## config.mk

```make
export PLATFORM = sky130hd
export DESIGN_NAME = dlms_wupd
export DESIGN_NICKNAME = d
export VERILOG_FILES = /design/src/rtl/dlms_wupd_pkg.sv /design/src/rtl/dlms_step_scale.sv /design/src/rtl/dlms_digit_mul.sv /design/src/rtl/dlms_wacc.sv /design/src/rtl/dlms_wupd.sv
export SDC_FILE = /design/constraint.sdc
export NUM_CORES = 1
export LEC_CHECK = 0
export BUFFER_PORTS_ARGS = -buffer_cell sky130_fd_sc_hd__clkbuf_2
export CAP_MARGIN = 15
export CORE_ASPECT_RATIO = 1.5
export CORE_UTILIZATION = 50
export CTS_CLUSTER_DIAMETER = 100
export DETAILED_ROUTE_END_ITERATION = 12
export PLACE_DENSITY = 0.67
export SLEW_MARGIN = 20
export SYNTH_ARGS = -nofsm -noshare
export SYNTH_HDL_FRONTEND = slang
export SYNTH_SLANG_ARGS = --single-unit
```

## constraint.sdc

```tcl
create_clock -name clk_i -period 7.3 [get_ports clk_i]
set_input_delay 0.365 -clock clk_i [delete_from_list [all_inputs] [get_ports clk_i]]
set_output_delay 0.365 -clock clk_i [all_outputs]
set_load 0.01 [all_outputs]
```

## src/rtl/dlms_wupd_pkg.sv

```systemverilog
package dlms_wupd_pkg;
  typedef enum logic [1:0] {
    DIG_ZERO  = 2'd0,
    DIG_ONE   = 2'd1,
    DIG_TWO   = 2'd2,
    DIG_THREE = 2'd3
  } digit_e;
endpackage

```

## src/rtl/dlms_step_scale.sv

```systemverilog
// Step size is a radix move: m equals the error word; 3m is shared by all taps.
module dlms_step_scale #(
  parameter int WW = 12
) (
  input  logic [WW-1:0]        err_i,
  output logic signed [WW+1:0] m_o,
  output logic signed [WW+1:0] m3_o
);
  always_comb begin
    m_o  = {{2{err_i[WW-1]}}, err_i};
    m3_o = m_o + (m_o <<< 1);
  end
endmodule

```

## src/rtl/dlms_digit_mul.sv

```systemverilog
module dlms_digit_mul
  import dlms_wupd_pkg::*;
#(
  parameter int WW = 12,
  parameter int XW = 8,
  localparam int ND  = XW / 2,
  localparam int NLO = ND / 2,
  localparam int PW  = WW + XW
) (
  input  logic                 clk_i,
  input  logic                 rst_ni,
  input  logic [XW-1:0]        x_i,
  input  logic signed [WW+1:0] m_i,
  input  logic signed [WW+1:0] m3_i,
  output logic signed [PW-1:0] lo_o,
  output logic signed [PW-1:0] hi_o
);
  logic signed [PW-1:0] lo_d, hi_d;

  always_comb begin
    lo_d = '0;
    hi_d = '0;
    for (int j = 0; j < ND; j++) begin
      logic signed [WW+1:0] pp;
      logic signed [PW-1:0] ppx;
      unique case (digit_e'(x_i[2*j +: 2]))
        DIG_ZERO:  pp = '0;
        DIG_ONE:   pp = m_i;
        DIG_TWO:   pp = (j == ND-1) ? -(m_i <<< 1) : (m_i <<< 1);
        default:   pp = (j == ND-1) ? -m_i : m3_i;
      endcase
      ppx = {{(PW-WW-2){pp[WW+1]}}, pp};
      if (j < NLO) lo_d = lo_d + (ppx <<< (2*j));
      else         hi_d = hi_d + (ppx <<< (2*(j-NLO)));
    end
  end

  // mid-tree register: weight-path delay of one
  always_ff @(posedge clk_i or negedge rst_ni) begin
    if (!rst_ni) begin
      lo_o <= '0;
      hi_o <= '0;
    end else begin
      lo_o <= lo_d;
      hi_o <= hi_d;
    end
  end
endmodule

```

## src/rtl/dlms_wacc.sv

```systemverilog
module dlms_wacc #(
  parameter int WW = 12,
  parameter int XW = 8,
  parameter int XI = 2,
  localparam int ND   = XW / 2,
  localparam int NLO  = ND / 2,
  localparam int PW   = WW + XW,
  localparam int DROP = XW - XI
) (
  input  logic                 clk_i,
  input  logic                 rst_ni,
  input  logic                 upd_i,
  input  logic signed [PW-1:0] lo_i,
  input  logic signed [PW-1:0] hi_i,
  output logic [WW-1:0]        w_o,
  output logic                 ovf_o
);
  logic signed [PW-1:0] prod;
  logic [WW-1:0]        inc, sum;
  logic                 ovf_d;

  always_comb begin
    prod  = lo_i + (hi_i <<< (2*NLO));
    inc   = prod[DROP +: WW];
    sum   = w_o + inc;
    ovf_d = (w_o[WW-1] == inc[WW-1]) && (sum[WW-1] != w_o[WW-1]);
  end

  always_ff @(posedge clk_i or negedge rst_ni) begin
    if (!rst_ni) begin
      w_o   <= '0;
      ovf_o <= 1'b0;
    end else if (upd_i) begin
      w_o   <= sum;
      ovf_o <= ovf_d;
    end
  end
endmodule

```

## src/rtl/dlms_wupd.sv

```systemverilog
module dlms_wupd #(
  parameter int NTAPS = 4,
  parameter int XW    = 8,
  parameter int XI    = 2,
  parameter int WW    = 12,
  localparam int PW   = WW + XW
) (
  input  logic                  clk_i,
  input  logic                  rst_ni,
  input  logic                  valid_i,
  input  logic [WW-1:0]         err_i,
  input  logic [NTAPS*XW-1:0]   taps_i,
  output logic [NTAPS*WW-1:0]   weights_o,
  output logic [NTAPS-1:0]      ovf_o
);
  logic                 v0_q, v1_q;
  logic [WW-1:0]        err_q;
  logic [NTAPS*XW-1:0]  taps_q;
  logic signed [WW+1:0] m, m3;

  // register ahead of the digit stage (part of error-path latency)
  always_ff @(posedge clk_i or negedge rst_ni) begin
    if (!rst_ni) begin
      v0_q   <= 1'b0;
      v1_q   <= 1'b0;
      err_q  <= '0;
      taps_q <= '0;
    end else begin
      v0_q   <= valid_i;
      v1_q   <= v0_q;
      err_q  <= err_i;
      taps_q <= taps_i;
    end
  end

  dlms_step_scale #(.WW(WW)) u_scale (
    .err_i (err_q),
    .m_o   (m),
    .m3_o  (m3)
  );

  for (genvar t = 0; t < NTAPS; t++) begin : g_tap
    logic signed [PW-1:0] lo, hi;

    dlms_digit_mul #(.WW(WW), .XW(XW)) u_mul (
      .clk_i  (clk_i),
      .rst_ni (rst_ni),
      .x_i    (taps_q[t*XW +: XW]),
      .m_i    (m),
      .m3_i   (m3),
      .lo_o   (lo),
      .hi_o   (hi)
    );

    dlms_wacc #(.WW(WW), .XW(XW), .XI(XI)) u_acc (
      .clk_i  (clk_i),
      .rst_ni (rst_ni),
      .upd_i  (v1_q),
      .lo_i   (lo),
      .hi_i   (hi),
      .w_o    (weights_o[t*WW +: WW]),
      .ovf_o  (ovf_o[t])
    );
  end
endmodule

```

==> summary.txt <==
Outcome
  • Outcome: finished clean

Floorplan
  • Initial Utilization: 50.7%
  • Die Y-Extent: about 240 um
  • CORE AREA: 36600 um2
  • FP Rows: 86
  • Die ar.: about 38000 um2
  • Die width: around 160 um
  • # IOs: around 100

Global route
  • Number of global-route vias before repair: 16200
  • GRT Overall Usage: between 20% and 30%
  • Global-route wire length before repair: about 81 mm
  • Largest net degree at the start of global routing: 80
  • Initial antenna violation count: 0
  • Total gr overflow: 0

Power and ir drop
  • VDD IR max: 240 uV
  • Power Total: 8.45 mW
  • Leak: 9.62 nW
  • Power density over the cells: 411 nW/um2

Yosys
  • Ys flop type: dfrtp_1
  • Area of the mapped netlist: 18500 um2
  • Synthesized flop and latch total: 206
  • Syn nets: between 2000 and 2500
  • Synth Area in Adders: 15.3%
  • YS warnings: 0
  • Mux share of post-synthesis cell area: 2.71%
  • Synth Area in Compound Gates: 25.8%
  • Syn avg cell area: approximately 8.5 um2
  • Ranking of synthesized cells by area: dfrtp_1 (28%), ha_1 (14%), xnor2_1 (6.0%)
  • Syn Inst Count: around 2200
  • Top cells by count, synth: nand2_1 (226), ha_1 (212), dfrtp_1 (206), o21ai_0 (191), a21oi_1 (143)
  • Async set-or-reset flop fraction in the synthesized netlist: 100%
  • Synth cell types: 79
  • Yosys top cell area share: 27.8%
  • Xor/xnor share of the synthesized area: 8.36%
  • EDFF count, synth: 0
  • Fraction of the mapped netlist area in simple logic gates: 15.1%
  • Most common cell in the synthesized netlist: nand2_1
  • Seq/Total Area, Yosys: 27.8%
  • Main combinational cell family by area after synthesis: compound AO/OA/AOI/OAI gates
  • Leading area contributor after synthesis: dfrtp_1

Placement
  • Dpl hpwl: 35.9 mm
  • GPL Wtd Cong: 0.931
  • Dpl cells: 2662
  • Port Buffers: 98

Critical path
  • Crit path arrival time: 5800 ps
  • Crit path from: err_q[1]
  • Crit Path Class: reg2reg
  • Data required, critical path: 7710 ps
  • Setup crit start kind: flip-flop
  • Setup crit end kind: flip-flop
  • Critical Path Fanout Max: 26
  • Worst R2R Start: err_q[1]

Hold path
  • Hold Startpoint: v0_q
  • Worst hold-check path type: reg2reg

Layout
  • Layout cells sized above 1: 9.98%
  • Nets: 2516
  • Area grow syn2layout: 10.9%
  • Reg area: 5160 um2
  • Layout fillers: 3342
  • Final Non-Filler Cells: between 2000 and 3000
  • Multi-input logic area: approximately 12000 um2

STA
  • Slew margin rel.: 35.6%
  • Final Critical Period: 5390 ps
  • Least-Margin Pin Slew: 966 ps
  • Setup TNS: 0 ps
  • Tcrit/Tclk final: 73.8%
  • Hold Slack: approximately 350 ps
  • Hold Vio Cnt, Final: 0
  • Fmax: 186 MHz
  • Setup violators final: 0
  • Skew final: 10.2 ps
  • RSZ-0062 raised after global routing: false
  • Slew Viols, Final: 0

Routing
  • Vias: 16600
  • Vias per inst: 6.05
  • TritonRoute pass-1 iters: 5
  • DRC viols: 0
  • Post-route ant nets: 0
  • Final WL: 50.2 mm
  • Initial DRC count: 1179
  • Wirelength per Cell: 18.3 um

Clock network
  • Worst-skew pair later-pin latency: 530 ps
  • Sinks on Clock Net: 206
  • Clock buffer count from CTS: 22
  • Root Buffer: clkbuf_16
  • Cts repair resizes: 0
  • H-tree levels: 1
  • Clock slew at reported path FFs: roughly 70 ps
  • TritonCTS clock tree: done
  • CTS max path bufs: 3

Run
  • Max Cap Viol: 0
==> report_power, final <==
part	switching (mW)	total [mW]	internal, mW
sequential	0.279	1.80	1.53
combinational	2.94	5.45	2.51
clock	0.503	1.20	0.693
==> worst paths after layout <==
| path | slack [ps] | depth (start not counted) | endpoint |
|---|---|---|---|
| worst max-delay path | 1910 | 17 | g_tap[2].u_mul.lo_o[14] |
| worst min-delay path | 350 | 0 | v1_q |
| worst max register to register | 1910 | 17 | g_tap[2].u_mul.lo_o[14] |
| worst min register to register | 350 | 0 | v1_q |
| max in group asynchronous | 5520 | 3 | taps_q[20] |
| min in group asynchronous | 430 | 2 | g_tap[0].u_acc.w_o[1] |
==> cell families (layout without fill, tap and decap cells) <==
| kind of cell | Yosys count | count (layout) |
|---|---|---|
| AOI/OAI and AO/OA | 710 | 710 |
| and+or+nand+nor | 586 | 586 |
| buffers and inverters | 239 | 319 |
| adders and majority gates | 221 | 221 |
| DFF | 206 | 206 |
| xor gates and xnor gates | 177 | 177 |
| muxes | 45 | 45 |
| other | 0 | 2 |
==> cell type report <==
type	instances	share of cell area, %
sequential	206	25.1
inverter	112	2.04
tap	484	2.94
clock inverter	16	0.943
antenna	2	0.0243
multi-input combinational	1739	60.6
clock buffer	24	2.82
timing repair buffer	167	5.51
==> registers in the layout, indices dropped and copies added (netlist names) <==
name / cells
g_tap.u_mul.hi_o: 56
v0_q: 1
g_tap.u_acc.w_o: 48
v1_q: 1
err_q: 12
taps_q: 32
g_tap.u_acc.ovf_o: 4
g_tap.u_mul.lo_o: 52
==> critical path, stage by stage (launching register included) <==
cell,delay [ps]
dfrtp_1,970
inv_1,260
ha_1,360
a21o_1,180
a21o_1,190
a21oi_1,190
o21ai_0,170
a211oi_1,270
xor2_1,550
buf_4,300
o21ai_0,120
ha_1,250
a211o_1,270
o221ai_1,150
o21ai_1,120
or4_1,460
and3_1,190
or2_2,260
==> placed cells by master, fill, tap and decap left out, drive strengths merged, types with 30 or more instances in the layout <==
master / netlist / final
dfrtp: 206 / 206
inv: 111 / 115
nor2b: 51 / 51
a21o: 57 / 57
mux2: 41 / 41
xnor2: 127 / 127
o21ai: 193 / 193
a22o: 98 / 98
xor2: 50 / 50
clkbuf: 112 / 121
ha: 212 / 212
dlygate4sd3: 0 / 46
nor2: 118 / 118
nand3: 30 / 30
o21a: 37 / 37
and3: 31 / 31
nand2: 226 / 226
a21oi: 143 / 143
==> timing repair <==
action | 4_1_cts | 5_1_grt
setup buffers | 0 | 0
hold buffers | 46 | 0
endpoints found under the hold margin | 122 | 0
==> layer usage <==
metal  wire, um  track usage [%]
met1      20400             32.1
met3       2970             2.84
met4       2370             12.3
met2      24400             46.6
met5          0                0
==> stage by stage <==
| step | setup WS, ps | area [um2] | utilization, % |
|---|---|---|---|
| floorplan | 2290 | 18500 | - |
| global placement | 2120 | 19300 | 52.8 |
| detailed placement | 1990 | 19300 | 52.8 |
| CTS | 1960 | 20600 | 56.2 |
| global route | 1510 | 20600 | 56.2 |
| finish | 1910 | 20600 | 56.2 |
Power figures use the tool's default switching activity.
